`config.mk`:
```
export PLATFORM = sky130hd
export DESIGN_NAME = ledr_rz_conv
export DESIGN_NICKNAME = d
export VERILOG_FILES = /design/src/rtl/ledr_rz_conv.sv
export SDC_FILE = /design/constraint.sdc
export NUM_CORES = 1
export LEC_CHECK = 0
export CELL_PAD_IN_SITES_DETAIL_PLACEMENT = 0
export CELL_PAD_IN_SITES_GLOBAL_PLACEMENT = 1
export CORE_ASPECT_RATIO = 1.2
export CORE_UTILIZATION = 10
export CTS_CLUSTER_DIAMETER = 100
export CTS_CLUSTER_SIZE = 20
export DETAILED_ROUTE_END_ITERATION = 6
export PLACE_DENSITY_LB_ADDON = 0.08
export SLEW_MARGIN = 30
export SYNTH_ARGS = -nofsm -noshare
export SYNTH_HDL_FRONTEND = slang
export SYNTH_SLANG_ARGS = --single-unit
```
`constraint.sdc`:
```
create_clock -name clk -period 1 [get_ports clk]
set_input_delay 0.2 -clock clk [delete_from_list [all_inputs] [get_ports clk]]
set_output_delay 0.2 -clock clk [all_outputs]
set_load 0.005 [all_outputs]
```
`src/rtl/ledr_rz_conv.sv`:
```
module ledr_rz_conv #(
  parameter int W = 8
) (
  input  logic         clk,
  input  logic         rst_n,
  input  logic         en,
  input  logic [W-1:0] ledr_dat,
  input  logic [W-1:0] ledr_par,
  output logic [W-1:0] rail_t,
  output logic [W-1:0] rail_f,
  output logic [W-1:0] bit_phase,
  output logic         word_phase,
  output logic [W-1:0] bit_valid,
  output logic         all_valid
);

  assign bit_phase = ledr_dat ^ ledr_par;
  assign rail_t    = {W{en}} & ledr_dat;
  assign rail_f    = {W{en}} & ~ledr_dat;
  assign bit_valid = rail_t | rail_f;

  logic all_odd, all_even, all_set, all_clr;
  assign all_odd  = &bit_phase;
  assign all_even = ~|bit_phase;
  assign all_set  = &bit_valid;
  assign all_clr  = ~|bit_valid;

  always_ff @(posedge clk or negedge rst_n) begin
    if (!rst_n) begin
      word_phase <= 1'b0;
      all_valid  <= 1'b0;
    end else begin
      if (all_odd)       word_phase <= 1'b1;
      else if (all_even) word_phase <= 1'b0;
      if (all_set)       all_valid <= 1'b1;
      else if (all_clr)  all_valid <= 1'b0;
    end
  end

endmodule


```
* Yosys cells after proc, flatten, opt, wreduce, memory -nomap -nowiden *
Cells that the tools add are included.

word-level totals
  flip-flop bits (word level) = 2

cells by class
  equality and inequality tests = 2
  multiplexer cells = 4
  bitwise logic cells = 5
  reduce and logical (&&, ||, !) cells = 4

operator list
  operator                              number
  bitwise AND 8 bit                     2
  AND reduction 8 bit                   2
  OR reduction 8 bit                    2
  inverter 8 bit                        1
  bitwise OR 8 bit                      1
  bitwise XOR 8 bit                     1
  2-to-1 mux 1 bit                      4
  != test 2 bit, second input constant  2

* Longest topological paths before layout *
  depth in word-level cells = 6
  depth in mapped cells = 4

* Worst setup path before layout *
OpenSTA, ideal clock, no wires.

  path type = input port to flip-flop
  from = input port ledr_dat[2]
  to = register word_phase
  library setup time = 0.123 ns
  arrival = 1.066 ns
  path slack = -0.189 ns
  stages = 4
  cell sequence = xor2_1 -> or4_1 -> o21ai_1 -> o21ai_1

between the ends
  cells in the longest elaborated chain, start to end = 3
  elaborated cells on any way between the ends = 5
  those cells by class = eq/ne (1); mux (1); bitwise (1); reduce/logical (2)

RTL lines
  what                                                                       RTL line  source
  start, declared                                                            7         input logic [W-1:0] ledr_dat,
  bitwise XOR 8 bit *                                                        17        assign bit_phase = ledr_dat ^ ledr_par;
  AND reduction 8 bit / OR reduction 8 bit (equally long branches)           23, 24
  != test 2 bit (no source line) / 2-to-1 mux 1 bit (equally long branches)  --
  end signal, assigned                                                       30        word_phase <= 1'b0;
  end signal, assigned                                                       33        if (all_odd) word_phase <= 1'b1;
  end signal, assigned                                                       34        else if (all_even) word_phase <= 1'b0;
  end, declared                                                              12        output logic word_phase,

Every way passes the cells marked *; elsewhere a longest branch is shown, timed or not.
A chain may end at the register's enable or synchronous reset.

* Worst setup path in the final report *
  from = input port ledr_dat[4]
  to = register word_phase

Same word-level chain as after synthesis.

==> results by group <==
Setup path
  – Crit Path Category: in -> reg
  – Highest fanout seen on the critical path: 3
  – Largest stage delay on the critical path: 0.53 ns
  – Arrival time of data at the critical path endpoint: 1.21 ns
  – Required time at the endpoint of the critical path: 1.10 ns
  – Crit end category: flop
  – Startpoint of the most critical register-to-register path: word_phase$_DFFE_PN0P_
  – Startpoint Class: primary input
  – Slowest cell on the critical path: or4_4
  – Capture point of the worst reg-to-reg path: word_phase$_DFFE_PN0P_
  – Reg2reg setup slack: 0.16 ns
  – Sequence of cells on the critical path: buf_8 > xor2_2 > or4_4 > o21ai_2 > o21ai_1
  – R2R depth: 4

Synth
  – Avg Inst Size Synth: 7.04 um2
  – Synthesized net count: 62
  – Area share of xor/xnor cells in the synthesized design: 23.1%
  – Yosys cell types: 10
  – Share of synthesized cell area in and, or, nand and nor gates: 43.4%
  – Number of warnings printed during yosys synthesis: 0
  – Netlist area before placement: 303 um2
  – Seq cells post-synth: 2
  – Area share of fa/ha/maj cells after synthesis: 0%
  – Fraction of synthesized area in multiplexers: 0%
  – Register area share after synthesis: 16.5%
  – Dominant combinational cell family by area after synthesis: simple AND/OR/NAND/NOR gates
  – Synthesized-area fraction occupied by ao, oa, aoi and oai cells: 3.31%
  – Cells after Synth: 43

CTS
  – Number of buffers created by CTS: 3
  – Clock slew seen by the registers of the worst setup and hold paths: 0.03 ns
  – Later-pin clock latency in the skew report: 0.22 ns
  – Count of clock tree sinks: 2
  – Number of H-tree levels: 1
  – Post-CTS Hold Buffers: 0
  – Master cell of the clock root buffer: clkbuf_4
  – Worst-case clock buffer depth: 2
  – TritonCTS clock tree: built

Routing
  – Residual antenna-violating net count after detailed routing: 0
  – Total wire length: 1.57 mm
  – Via count normalized by instance count: 3.61
  – Routed via count: 509
  – Post-DR wirelength/cell: 11.2 um
  – DRC marker count from the first detailed-route iteration: 2
  – Router iterations before antenna repair: 2
  – Number of design rule violations left after detail routing: 0

STA
  – Final-layout setup total negative slack: -0.706 ns
  – Unrepaired setup endpoints after global routing: yes
  – Hold violation total from the final report: 0
  – Transition time at the pin with the least slew margin: 0.181 ns
  – Final worst setup slack: -0.113 ns
  – Final setup skew: 0 ns
  – Highest achievable clock rate: 899 MHz
  – Max-slew violation count: 0
  – Final critical-path share of the clock period: 111%
  – Relative slew margins: 87.9%
  – Shortest clock period the worst path allows after layout: 1.11 ns
  – Minimum hold slack: 0.143 ns
  – Final setup violation count: 8

GRT
  – Met2 GRT Util: 17.6%
  – Wire length of the first global-routing pass: 2.40 mm
  – Number of global-route vias before repair: 467
  – Layer carrying the most global-route usage: met2
  – Met3 track demand over resource in global routing: 1.96%
  – Global-route congestion overflow total: 0
  – Largest net degree at the start of global routing: 8
  – Global routing met1 resource utilization: 12.2%
  – Gr usage total: 10.0%
  – Initial antenna violation count: 0

Floorplan
  – Number of standard-cell rows in the floorplan: 21
  – Starting Density: 10.7%
  – Core Area: 0.00284 mm2
  – Total die area: 0.00325 mm2
  – Number of placed I/O pins: 53
  – Die span in y: 62.3 um
  – Chip width: 52.2 um

Pwr
  – IR Drop Worst-Case VDD: 0.000499 V
  – Combinational Power Share: 64.0%
  – Seq pwr share: 12.9%
  – Net switching power of the design: 0.228 mW
  – Pwr/cell area: 711 mW/mm2
  – Clk network pwr share: 23.1%
  – Design internal power: 0.543 mW
  – Net Sw Frac: 29.6%
  – Static Leakage: 0.554 nW
  – Total chip power: 0.771 mW

Cells and area
  – Most frequent cells in the layout: buf_2 (24), buf_6 (12), dlygate4sd2_1 (11), buf_4 (11)
  – Layout cell share with drive strength beyond 1: 78.5%
  – Layout area overhead: 258%
  – Net count reported at finish: 128
  – Inserted Diodes: 0
  – Commonest non-fill, non-tap cell in the layout: buf_2

Run status
  – Outcome: finished, violations left
  – Violations in the final reports: setup timing

Placed design
  – Dpl hpwl: 1.06 mm
  – Routability congestion estimate: 0.656
  – Worst slack, placed: -0.807 ns
  – Port buffer count: 52

Job
  – Reported max-cap violation count: 0

Worst hold path
  – Worst hold-check path type: in -> async
-- timing repair --
item / in CTS / in global routing
resized for setup: 187 / 23
endpoints found under the setup margin: 35 / 20
gates cloned: 2 / 0
setup buffers: 15 / 1
pin swaps: 11 / 4
-- sequential cells by signal, summed over array words and instances, names as in the netlist --
| signal | cells |
|---|---|
| all_valid | 1 |
| word_phase | 1 |
-- how the worst max path moves through the flow --
stage / startpoint / to / slack, ns / cells after the start
5_1_grt: ledr_dat[4] / word_phase$_DFFE_PN0P_ / -0.14 / 5
3_5_place_dp: ledr_dat[5] / word_phase$_DFFE_PN0P_ / -0.81 / 5
3_3_place_gp: ledr_dat[5] / word_phase$_DFFE_PN0P_ / -0.78 / 5
4_1_cts: ledr_par[2] / word_phase$_DFFE_PN0P_ / -0.11 / 5
6_report: ledr_dat[4] / word_phase$_DFFE_PN0P_ / -0.11 / 5
2_1_floorplan: ledr_dat[5] / word_phase$_DFFE_PN0P_ / -0.18 / 4
-- cells in the mapped netlist --
library cell	number	share of area (%)
clkbuf_1	11	14
xor2_1	8	23
and2_1	7	14
nor2b_1	7	14
dfrtp_1	2	17
nand4_1	2	4.1
o21ai_1	2	3.3
or4_1	2	5.0
and2_2	1	2.5
and2b_2	1	2.9
-- per-layer routing --
layer | part of all wire (%) | routed length [um]
met3 | 5.7 | 90
met2 | 55 | 869
met4 | 0 | 0
met1 | 39 | 614
met5 | 0 | 0
-- stage by stage --
stage	instances	utilization [%]	instance area [um2]
2_1_floorplan	43	-	322
3_3_place_gp	126	32.3	916
3_5_place_dp	126	32.3	916
4_1_cts	141	36.6	1040
5_1_grt	141	38.2	1080
6_report	141	38.2	1080
-- power by group through the flow --
stage / logic [mW] / clock network, mW / registers [mW]
after detailed placement: 0.429 / 0 / 0.102
after global placement: 0.430 / 0 / 0.101
after global routing: 0.533 / 0.186 / 0.100
after floorplan: 0.107 / 0 / 0.102
after CTS: 0.468 / 0.188 / 0.0993
final: 0.494 / 0.178 / 0.0993
-- worst max-delay path, delay by kind of cell --
kind                   cells  cell delay (ns)
AND/OR/NAND/NOR            1             0.53
AO/OA/AOI/OAI              2             0.20
XOR/XNOR                   1             0.17
buffers and inverters      1             0.10
-- layout make-up --
| class | instances | area [um2] |
|---|---|---|
| clock buffers | 3 | 22.5 |
| fillers | 304 | 1750 |
| multi-input cells | 30 | 340 |
| flip-flops and latches | 2 | 50.0 |
| well taps | 34 | 42.5 |
| repair buffers | 72 | 629 |
-- cells by family (layout without fill, tap and decap cells) --
| logic type | count (synthesis) | in the layout |
|---|---|---|
| compound gates | 2 | 2 |
| xor+xnor | 8 | 8 |
| buf+inv | 11 | 75 |
| simple gates | 20 | 20 |
| flops | 2 | 2 |
(Power assumes the default switching activity.)
